## src/rtl/ecc_pg_pkg.sv

```systemverilog
package ecc_pg_pkg;

   typedef enum logic [1:0] {
      PH_IDLE = 2'd0,
      PH_DATA = 2'd1,
      PH_CHK  = 2'd2
   } ph_e;

   typedef struct packed {
      logic recov;
      logic multi;
      logic eccbit;
   } verdict_t;

endpackage

```

## src/rtl/ecc_pg_seq.sv

```systemverilog
module ecc_pg_seq
   import ecc_pg_pkg::*;
#(
   parameter int BASE_BYTES = 512,
   parameter int N_SIZES    = 4,
   parameter int WA_W       = 12,
   parameter int CHK_UNITS  = 4,
   parameter int SEL_W      = 2
) (
   input  logic                         clk,
   input  logic                         rst_n,
   input  logic                         page_start,
   input  logic [SEL_W-1:0]             size_sel,
   input  logic                         wide,
   input  logic                         rd,
   input  logic                         dv,
   output logic                         data_we,
   output logic                         chk_we,
   output logic [WA_W-1:0]              word_idx,
   output logic [$clog2(CHK_UNITS)-1:0] chk_idx,
   output logic                         acc_clr,
   output logic                         upd,
   output logic                         wide_q,
   output logic                         rd_q
);

   localparam int CNT_W = WA_W;
   localparam int CI_W  = $clog2(CHK_UNITS);
   localparam logic [CNT_W:0]   BASE_V = (CNT_W+1)'(BASE_BYTES);
   localparam logic [CNT_W-1:0] LCHK_N = CNT_W'(CHK_UNITS - 1);
   localparam logic [CNT_W-1:0] LCHK_W = CNT_W'(CHK_UNITS/2 - 1);

   if (BASE_BYTES < 2 || (BASE_BYTES & (BASE_BYTES - 1)) != 0) begin : g_bad_base
      $error("BASE_BYTES must be a power of two of at least 2");
   end
   if ((BASE_BYTES << (N_SIZES - 1)) > (1 << WA_W)) begin : g_bad_span
      $error("largest page does not fit the word address");
   end
   if (CHK_UNITS < 2 || (CHK_UNITS % 2) != 0 || CI_W > CNT_W) begin : g_bad_chk
      $error("check unit count must be even and addressable");
   end

   ph_e              ph;
   logic [CNT_W-1:0] cnt;
   logic [SEL_W-1:0] sel_q;
   logic [CNT_W:0]   n_bytes;
   logic [CNT_W:0]   n_words;
   logic [CNT_W-1:0] last_data;
   logic [CNT_W-1:0] last_chk;
   logic             take;
   logic             fin;

   always_comb begin
      n_bytes   = BASE_V << sel_q;
      n_words   = wide_q ? (n_bytes >> 1) : n_bytes;
      last_data = CNT_W'(n_words - 1'b1);
      last_chk  = wide_q ? LCHK_W : LCHK_N;
   end

   assign take     = dv && !page_start;
   assign data_we  = take && (ph == PH_DATA);
   assign chk_we   = take && (ph == PH_CHK);
   assign fin      = (data_we && (cnt == last_data) && !rd_q) ||
                     (chk_we && (cnt == last_chk));
   assign word_idx = cnt;
   assign chk_idx  = cnt[CI_W-1:0];
   assign acc_clr  = page_start;

   always_ff @(posedge clk or negedge rst_n) begin
      if (!rst_n) begin
         ph     <= PH_IDLE;
         cnt    <= '0;
         sel_q  <= '0;
         wide_q <= 1'b0;
         rd_q   <= 1'b0;
         upd    <= 1'b0;
      end else begin
         upd <= fin;
         if (page_start) begin
            ph     <= PH_DATA;
            cnt    <= '0;
            sel_q  <= size_sel;
            wide_q <= wide;
            rd_q   <= rd;
         end else if (data_we) begin
            if (cnt == last_data) begin
               cnt <= '0;
               ph  <= rd_q ? PH_CHK : PH_IDLE;
            end else begin
               cnt <= cnt + 1'b1;
            end
         end else if (chk_we) begin
            if (cnt == last_chk) begin
               cnt <= '0;
               ph  <= PH_IDLE;
            end else begin
               cnt <= cnt + 1'b1;
            end
         end
      end
   end

   // the word counter never runs past the selected page length
   a_r3_cnt_in_page: assert property (@(posedge clk) disable iff (!rst_n)
      (ph == PH_DATA) |-> (cnt <= last_data));

   // a start strobe always lands on the first data word
   a_r11_restart: assert property (@(posedge clk) disable iff (!rst_n)
      page_start |=> (ph == PH_DATA) && (cnt == '0));

endmodule

```

## src/rtl/ecc_pg_acc.sv

```systemverilog
module ecc_pg_acc #(
   parameter int WA_W      = 12,
   parameter int BA_W      = 4,
   parameter int CHK_UNITS = 4
) (
   input  logic                         clk,
   input  logic                         rst_n,
   input  logic                         clr,
   input  logic                         data_we,
   input  logic                         chk_we,
   input  logic                         wide,
   input  logic [WA_W-1:0]              word_idx,
   input  logic [$clog2(CHK_UNITS)-1:0] chk_idx,
   input  logic [(1<<BA_W)-1:0]         din,
   output logic [WA_W+BA_W-1:0]         odd_q,
   output logic [WA_W+BA_W-1:0]         even_q
);

   localparam int BUS_W  = 1 << BA_W;
   localparam int NARROW = BUS_W / 2;
   localparam int PW     = WA_W + BA_W;
   localparam int CI_W   = $clog2(CHK_UNITS);

   if (2 * PW != CHK_UNITS * NARROW || (PW % BUS_W) != 0) begin : g_bad_geom
      $error("check units must tile both code halves on either bus");
   end

   function automatic logic [BUS_W-1:0] lane_mask(input int k);
      logic [BUS_W-1:0] m;
      m = '0;
      for (int b = 0; b < BUS_W; b++) m[b] = ((b >> k) & 1) == 1;
      return m;
   endfunction

   logic [BUS_W-1:0] lane_bit;
   logic             wpar;
   logic [PW-1:0]    co, ce;
   logic [2*PW-1:0]  chk_vec;

   for (genvar b = 0; b < BUS_W; b++) begin : g_lane
      if (b < NARROW) begin : g_low
         assign lane_bit[b] = din[b];
      end else begin : g_high
         assign lane_bit[b] = din[b] & wide;
      end
   end

   assign wpar = ^lane_bit;

   for (genvar k = 0; k < PW; k++) begin : g_addr
      if (k < BA_W) begin : g_bit
         assign co[k] = ^(lane_bit & lane_mask(k));
         assign ce[k] = ^(lane_bit & ~lane_mask(k));
      end else begin : g_word
         assign co[k] = word_idx[k-BA_W] & wpar;
         assign ce[k] = ~word_idx[k-BA_W] & wpar;
      end
   end

   always_comb begin
      chk_vec = '0;
      for (int i = 0; i < CHK_UNITS; i++) begin
         if (!wide && chk_idx == CI_W'(i))
            chk_vec[i*NARROW +: NARROW] = din[NARROW-1:0];
         if (wide && i < CHK_UNITS/2 && chk_idx == CI_W'(i))
            chk_vec[i*BUS_W +: BUS_W] = din;
      end
   end

   always_ff @(posedge clk or negedge rst_n) begin
      if (!rst_n) begin
         odd_q  <= '0;
         even_q <= '0;
      end else if (clr) begin
         odd_q  <= '0;
         even_q <= '0;
      end else if (data_we) begin
         odd_q  <= odd_q ^ co;
         even_q <= even_q ^ ce;
      end else if (chk_we) begin
         odd_q  <= odd_q ^ chk_vec[PW-1:0];
         even_q <= even_q ^ chk_vec[2*PW-1:PW];
      end
   end

   // with no accepted word and no clear the code halves hold
   a_r12_acc_idle: assert property (@(posedge clk) disable iff (!rst_n)
      (!clr && !data_we && !chk_we) |=> ($stable(odd_q) && $stable(even_q)));

endmodule

```

## src/rtl/ecc_pg_judge.sv

```systemverilog
module ecc_pg_judge
   import ecc_pg_pkg::*;
#(
   parameter int PW = 16
) (
   input  logic [PW-1:0] od,
   input  logic [PW-1:0] ed,
   output verdict_t      v
);

   logic any_set;
   logic data_one;
   logic chk_one;

   assign any_set  = |{od, ed};
   assign data_one = &(od ^ ed);
   assign chk_one  = ($countones({od, ed}) == 1);

   always_comb begin
      v = '0;
      if (any_set) begin
         v.recov = 1'b1;
         if (!data_one) begin
            if (chk_one) v.eccbit = 1'b1;
            else         v.multi  = 1'b1;
         end
      end
   end

endmodule

```

## src/rtl/ecc_page_engine.sv

```systemverilog
module ecc_page_engine
   import ecc_pg_pkg::*;
#(
   parameter int BASE_BYTES = 512,
   parameter int N_SIZES    = 4,
   parameter int WA_W       = 12,
   parameter int BA_W       = 4
) (
   input  logic                     clk,
   input  logic                     rst_n,
   input  logic [1:0]               cfg_size,
   input  logic                     cfg_wide,
   input  logic                     page_start,
   input  logic                     page_read,
   input  logic                     dv,
   input  logic [(1<<BA_W)-1:0]     din,
   output logic [WA_W+BA_W-1:0]     parity_lo,
   output logic [WA_W+BA_W-1:0]     parity_hi,
   output logic                     st_recov,
   output logic                     st_multi,
   output logic                     st_eccbit
);

   localparam int PW        = WA_W + BA_W;
   localparam int BUS_W     = 1 << BA_W;
   localparam int NARROW    = BUS_W / 2;
   localparam int CHK_UNITS = 2 * PW / NARROW;
   localparam int CI_W      = $clog2(CHK_UNITS);

   if (N_SIZES < 2 || N_SIZES > 4) begin : g_bad_sizes
      $error("size select port carries two bits");
   end

   logic            data_we, chk_we, acc_clr, upd, wide_q, rd_q;
   logic [WA_W-1:0] word_idx;
   logic [CI_W-1:0] chk_idx;
   logic [PW-1:0]   odd_q, even_q;
   verdict_t        verdict;

   ecc_pg_seq #(
      .BASE_BYTES (BASE_BYTES),
      .N_SIZES    (N_SIZES),
      .WA_W       (WA_W),
      .CHK_UNITS  (CHK_UNITS),
      .SEL_W      (2)
   ) i_seq (
      .clk        (clk),
      .rst_n      (rst_n),
      .page_start (page_start),
      .size_sel   (cfg_size),
      .wide       (cfg_wide),
      .rd         (page_read),
      .dv         (dv),
      .data_we    (data_we),
      .chk_we     (chk_we),
      .word_idx   (word_idx),
      .chk_idx    (chk_idx),
      .acc_clr    (acc_clr),
      .upd        (upd),
      .wide_q     (wide_q),
      .rd_q       (rd_q)
   );

   ecc_pg_acc #(
      .WA_W      (WA_W),
      .BA_W      (BA_W),
      .CHK_UNITS (CHK_UNITS)
   ) i_acc (
      .clk      (clk),
      .rst_n    (rst_n),
      .clr      (acc_clr),
      .data_we  (data_we),
      .chk_we   (chk_we),
      .wide     (wide_q),
      .word_idx (word_idx),
      .chk_idx  (chk_idx),
      .din      (din),
      .odd_q    (odd_q),
      .even_q   (even_q)
   );

   ecc_pg_judge #(.PW(PW)) i_judge (
      .od (odd_q),
      .ed (even_q),
      .v  (verdict)
   );

   always_ff @(posedge clk or negedge rst_n) begin
      if (!rst_n) begin
         parity_lo <= '0;
         parity_hi <= '0;
         st_recov  <= 1'b0;
         st_multi  <= 1'b0;
         st_eccbit <= 1'b0;
      end else if (upd) begin
         parity_lo <= odd_q;
         parity_hi <= even_q;
         st_recov  <= rd_q & verdict.recov;
         st_multi  <= rd_q & verdict.multi;
         st_eccbit <= rd_q & verdict.eccbit;
      end
   end

   // results move only on the update strobe
   a_r10_hold: assert property (@(posedge clk) disable iff (!rst_n)
      !upd |=> ($stable(parity_lo) && $stable(parity_hi) && $stable(st_recov) &&
                $stable(st_multi) && $stable(st_eccbit)));

   // a lone recoverable flag means the two syndromes are complements
   a_r6_single_loc: assert property (@(posedge clk) disable iff (!rst_n)
      (st_recov && !st_multi && !st_eccbit) |-> ($countones(parity_lo ^ parity_hi) == PW));

   // a check-byte error shows exactly one syndrome bit
   a_r7_chk_err: assert property (@(posedge clk) disable iff (!rst_n)
      st_eccbit |-> (st_recov && !st_multi && $countones({parity_hi, parity_lo}) == 1));

   // the multiple flag never stands without the recoverable flag
   a_r8_multi: assert property (@(posedge clk) disable iff (!rst_n)
      st_multi |-> (st_recov && !st_eccbit));

endmodule

```

## config.mk

```make
export PLATFORM = sky130hd
export DESIGN_NAME = ecc_page_engine
export DESIGN_NICKNAME = d
export VERILOG_FILES = /design/src/rtl/ecc_pg_pkg.sv /design/src/rtl/ecc_pg_seq.sv /design/src/rtl/ecc_pg_acc.sv /design/src/rtl/ecc_pg_judge.sv /design/src/rtl/ecc_page_engine.sv
export SDC_FILE = /design/constraint.sdc
export NUM_CORES = 1
export LEC_CHECK = 0
export ABC_AREA = 1
export CAP_MARGIN = 20
export CORE_UTILIZATION = 47
export CTS_CLUSTER_DIAMETER = 100
export DETAILED_ROUTE_END_ITERATION = 16
export PLACE_DENSITY = 0.7
export SYNTH_ARGS = -nofsm -noshare
export SYNTH_HDL_FRONTEND = slang
export SYNTH_SLANG_ARGS = --single-unit
```

## constraint.sdc

```tcl
create_clock -name clk -period 6.26 [get_ports clk]
set_clock_uncertainty 0.2 [all_clocks]
set_input_delay 0.626 -clock clk [delete_from_list [all_inputs] [get_ports clk]]
set_output_delay 0.626 -clock clk [all_outputs]
set_load 0.03 [all_outputs]
```

# Yosys cells after proc, flatten, opt, wreduce, memory -nomap -nowiden
# Cells that the tools add are included.
# W data, S select, Z words.
# totals
ff_bits	86
output_inout_bits	35
# classes
add_sub_neg	33
eq_ne	9
shifts	1
mux	29
bitwise_logic	52
n_reduce_logical	31
# ops
operator	count
$add A32 B32 Y32	15
$reduce_xor A16 Y1	9
$mux W16	8
$xor A16 B16 Y16	5
$mux W12	6
$and A1 B1 Y1	35
$add A1 B1 Y2	16
$eq A32 B2 Y1 const B	1
$mux W8	4
$reduce_or A32 Y1	1
$eq A12 B12 Y1	2
$mux W2	8
$reduce_and A16 Y1	1
$shl A10 B2 Y13 const A	1
$add A12 B1 Y12 const B	1
$logic_and A1 B1 Y1	12
$not A1 Y1	12
$sub A12 B1 Y12 const B	1
$eq A2 B2 Y1 const B	3
$reduce_bool A3 Y1	2
$eq A2 B1 Y1 const B	2
$logic_not A1 Y1	3
$mux W3	1
$ne A3 B3 Y1 const B	1
other kinds (4)	5

# Longest topological paths before layout
# depth
depth_word	10
mapped_depth	20
ltp_nobuf	20

# Hierarchy
# Synthesis repeated with hierarchy kept, for this count alone.
# hier_totals
hier_cells	961
hier_area_um2	6832.8
# modules_own_cells
mod	n_inst	cells_per_inst	area_each_um2	seq_area_each_um2
ecc_pg_acc	1	444	2777.7	800.8
ecc_page_engine	1	148	1386.3	875.8
ecc_pg_judge	1	196	1356.3	0.0
ecc_pg_seq	1	173	1312.5	475.5

# Worst setup path after synthesis
# No wires, ideal clock.
# synth_path
path_kind	register to register
start	register i_acc.even_q[0]
end	register st_multi
setup_time_ns	0.136
arrival_ns	4.374
slack_ns	1.550
stages_incl_launch_ff	18
n_path_buf	0
period_less_slack_ns	4.710
path_cell_list	dfrtp_1 -> inv_1 -> ha_1 -> inv_1 -> fa_1 -> fa_1 -> fa_1 -> fa_1 -> fa_1 -> inv_1 -> ha_1 -> inv_1 -> fa_1 -> nand3_1 -> a211oi_1 -> nor2_1 -> nand3_1 -> o21ai_0
# synth_via
elab_chain_cells	10
word_cells_on_any_way	13
cone_classes	5 x add/sub; 1 x eq/ne; 3 x mux; 2 x bitwise; 2 x reduce/logical
# synth_lines
element	line	text
start, declared	ecc_pg_acc.sv:16	output logic [WA_W+BA_W-1:0] even_q
start signal, assigned	ecc_pg_acc.sv:79	even_q <= even_q ^ ce;
start signal, assigned	ecc_pg_acc.sv:82	even_q <= even_q ^ chk_vec[2*PW-1:PW];
$add A1 B1 Y2 (not written as such)	ecc_pg_judge.sv:17	assign chk_one = ($countones({od, ed}) == 1);
$add A32 B32 Y32 (not written as such) (4 in a row)	ecc_pg_judge.sv:17	
$eq A32 B2 Y1	ecc_pg_judge.sv:17	
$mux W1	ecc_pg_judge.sv:24	if (chk_one) v.eccbit = 1'b1;
$mux W2	ecc_pg_judge.sv:23	if (!data_one) begin
$mux W3 *	ecc_pg_judge.sv:21	if (any_set) begin
$and A1 B1 Y1 *	ecc_page_engine.sv:99	st_multi <= rd_q & verdict.multi;
end signal, assigned	ecc_page_engine.sv:99	
end, declared	ecc_page_engine.sv:20	output logic st_multi,
# Mark *: on every way between the ends. The rest lies on a longest branch, timed or not.
# A chain may end at the register's enable or synchronous reset.

# Worst setup path after layout
# layout_path
start	register i_acc.even_q[14]
end	register st_multi
# Same word-level chain as after synthesis.

==> summary.md <==
| Metric | Value |
|---|---|
| Global-route wire length before repair | 27.7 mm |
| Port Buffers | 58 |
| H-tree levels | 3 |
| Vias in the first global route | 5461 |
| Rows | 43 |
| Post-synth top cells | nand2_1, inv_1, dfrtp_1, nor2_1, o21ai_0 |
| Final min period | 5030 ps |
| Synth cell types | 36 |
| Routed WL per cell | 14.9 um |
| Reg power frac | 0.286 |
| CP Cell Sequence | inv_1 -> ha_1 -> inv_1 -> fa_1 -> fa_1 -> fa_1 -> fa_1 -> fa_1 -> inv_1 -> ha_1 -> inv_1 -> fa_1 -> nand3_1 -> a211oi_1 -> nor2_1 -> nand3_1 -> o21ai_0 |
| GR Overflow Total | 0 |
| Measured slew at the worst slew-check pin | about 930 ps |
| CP most frequent cell | fa_1 |
| Synth Register Bits | 86 |
| Post-cts resize count | 0 |
| Routability Congestion | approximately 0.9 |
| CTS tree | done |
| Clock power share | 0.235 |
| Layout cells sized above 1 | 0.0628 |
| Seq/Total Area, Yosys | 0.315 |
| Final WL | 16.6 mm |
| Final nets | a little over 1000 |
| Final TNS setup | 0 ps |
| Crit path max fanout | 5 |
| Combinational share of power | 0.479 |
| Number of I/O pins | 59 |
| Area delta synth->final | 14.1% |
| CTS Buf Count | 9 |
| EDFF count, synth | 0 |
| DIE HEIGHT | 123 um |
| Asr flop ratio synth | 1.00 |
| Worst slack at placement | 1250 ps |
| Worst min-delay path class | reg2reg |
| Core Box Area | 14000 um2 |
| Initial antenna violation count | 0 |
| Dominant cell type by area after synthesis | dfrtp_1 |
| Post-Synthesis Net Count | 988 |
| Fin crit share | 0.803 |
| Critical Path AT | roughly 5100 ps |
| Die ar. | 15000 um2 |
| Fmax | roughly 200 MHz |
| Fin. Hold Viols | 0 |
| Leakage | 0.00365 uW |
| Clock Sinks | between 80 and 90 |
| Synth Flop Type | dfrtp_1 |
| Family with the most delay on the worst path | adder cells |
| Synth warnings | 0 |
| CP max-delay cell | fa_1 |
| TritonRoute pass-1 iters | 5 |
| Crit-path max cell delay | around 560 ps |
| Detailed Place HPWL | 12.9 mm |
| Slew Viols, Final | 0 |
| Net Sw Power | 939 uW |
| Synth top area share | 0.315 |
| DP Cell Count | roughly 1100 |
| Post-Syn Area | roughly 6800 um2 |
| Die X | 123 um |
| WHS | 281 ps |
| Crit. End Element | register |
| Clock Tree Buf Depth | 2 |
| # Post-CTS Setup Buffers | 0 |
| Post-DP Area | between 7000 and 8000 um2 |
| Sw frac | 0.416 |
| Initial Utilization | 0.487 |
| DRT iter0 DRCs | 501 |
| Finished Cell Area | 7800 um2 |
| Worst VDD drop | 0.221 mV |
| Avg Inst Size Synth | 7.65 um2 |
| Top-count cell post-synth | nand2_1 |
| Root buf cell | clkbuf_16 |
| Diodes inserted | 0 |
| Clk_lat worst skew | 360 ps |
| Status | finished, final reports clean |
| GRT Util Overall | 0.243 |
| DRC | 0 |
| CP bufs+invs | 4 |
| Slew margin rel. | 0.377 |
| Via count | 5922 |
| Setup CP Type | reg2reg |
| Top cells by area, synth | dfrtp_1, nand2_1, ha_1 |
| Max cap viols | 0 |
| Power Dens Cells | 289 nW/um2 |
| Post-route ant nets | 0 |
| Largest net degree at the start of global routing | 77 |
| CTS clk-pin slew, worst paths | 70 ps |
| Setup ws final | 1230 ps |
| WP data required | 6280 ps |
| Mapped Cells | ~890 |
| Worst setup SP type | register |
| Setup-failing EPs final | 0 |
| Non-Filler Instances | 1119 |
| RSZ-0062 raised after global routing | no |
| DR vias/cell | 5.29 |
| Cell Int Power | 1320 uW |
## power by group through the flow
stage / logic [uW] / registers [uW] / clock network, uW
finish: 1080 / 646 / 529
global route: 1250 / 653 / 559
CTS: 1090 / 646 / 536
detailed placement: 1080 / 656 / 0
global placement: 1040 / 654 / 0
floorplan: 849 / 643 / 0
## routing by layer
| metal | track usage | wire length, um | vias to the layer above |
|---|---|---|---|
| met4 | 0.0602 | 240 | 0 |
| met2 | 0.389 | 7630 | 202 |
| met5 | 0 | 0 | - |
| li1 | - | - | 2960 |
| met1 | 0.336 | 7830 | 2743 |
| met3 | 0.0488 | 936 | 17 |
## layout by cell type (no fill, tap or decap), types with 19 or more instances in the layout
cell,count
nand2_1,217
inv_1,122
dfrtp_1,86
nor2_1,78
o21ai_0,57
clkdlybuf4s50_1,57
nand3_1,54
ha_1,45
a21oi_1,39
fa_1,26
xnor2_1,24
nand4_1,19
## state kept, by name, indices dropped and copies added (netlist names)
name,count
i_acc.even_q,16
i_acc.odd_q,16
i_seq.ph,2
i_seq.rd_q,1
i_seq.sel_q,2
i_seq.upd,1
i_seq.wide_q,1
i_seq.word_idx,12
parity_hi,16
parity_lo,16
st_eccbit,1
st_multi,1
st_recov,1
## path summary, 6_finish.rpt
path | start | to | slack (ps) | cells past startpoint
min in group asynchronous | rst_n | i_acc.odd_q[3] | 430 | 2
worst min register to register | parity_lo[11] | parity_lo[11] | 280 | 2
max in group asynchronous | rst_n | i_seq.word_idx[8] | 4650 | 4
worst max-delay path | i_acc.even_q[14] | st_multi | 1230 | 17
worst max register to register | i_acc.even_q[14] | st_multi | 1230 | 17
worst min-delay path | parity_lo[11] | parity_lo[11] | 280 | 2
## worst register-to-register path, cell delays in order (launching register included)
cell and delay (ps):
dfrtp_1 440, inv_1 90, ha_1 280, inv_1 80, fa_1 530, fa_1 440, fa_1 560, fa_1 440
fa_1 490, inv_1 70, ha_1 170, inv_1 60, fa_1 480, nand3_1 80, a211oi_1 270, nor2_1 80
nand3_1 70, o21ai_0 80
## stage by stage
step / total power [uW] / util
after floorplan: 1490 / -
after global placement: 1700 / 0.532
after detailed placement: 1730 / 0.532
after CTS: 2270 / 0.553
after global routing: 2460 / 0.555
final: 2260 / 0.555
## cell families after synthesis
group | count (synthesis) | synth area share
buffers and inverters | 165 | 0.101
DFF | 86 | 0.315
AOI/OAI and AO/OA | 125 | 0.104
and+or+nand+nor | 410 | 0.275
adders and majority gates | 71 | 0.159
xor gates and xnor gates | 36 | 0.0461
## final cells by class
cell class,count,area [um2]
Clock inverter,7,66.3
Clock buffer,9,225
Multi-Input combinational cell,642,3990
Inverter,130,488
Sequential cell,86,2150
Tap cell,180,225
Fill cell,1313,6240
Timing Repair Buffer,65,653
## what timing repair did
action,in CTS,in global routing
hold endpoints to repair,10,0
hold buffers,1,0
setup endpoints to repair,0,0
(Power assumes the default switching activity.)
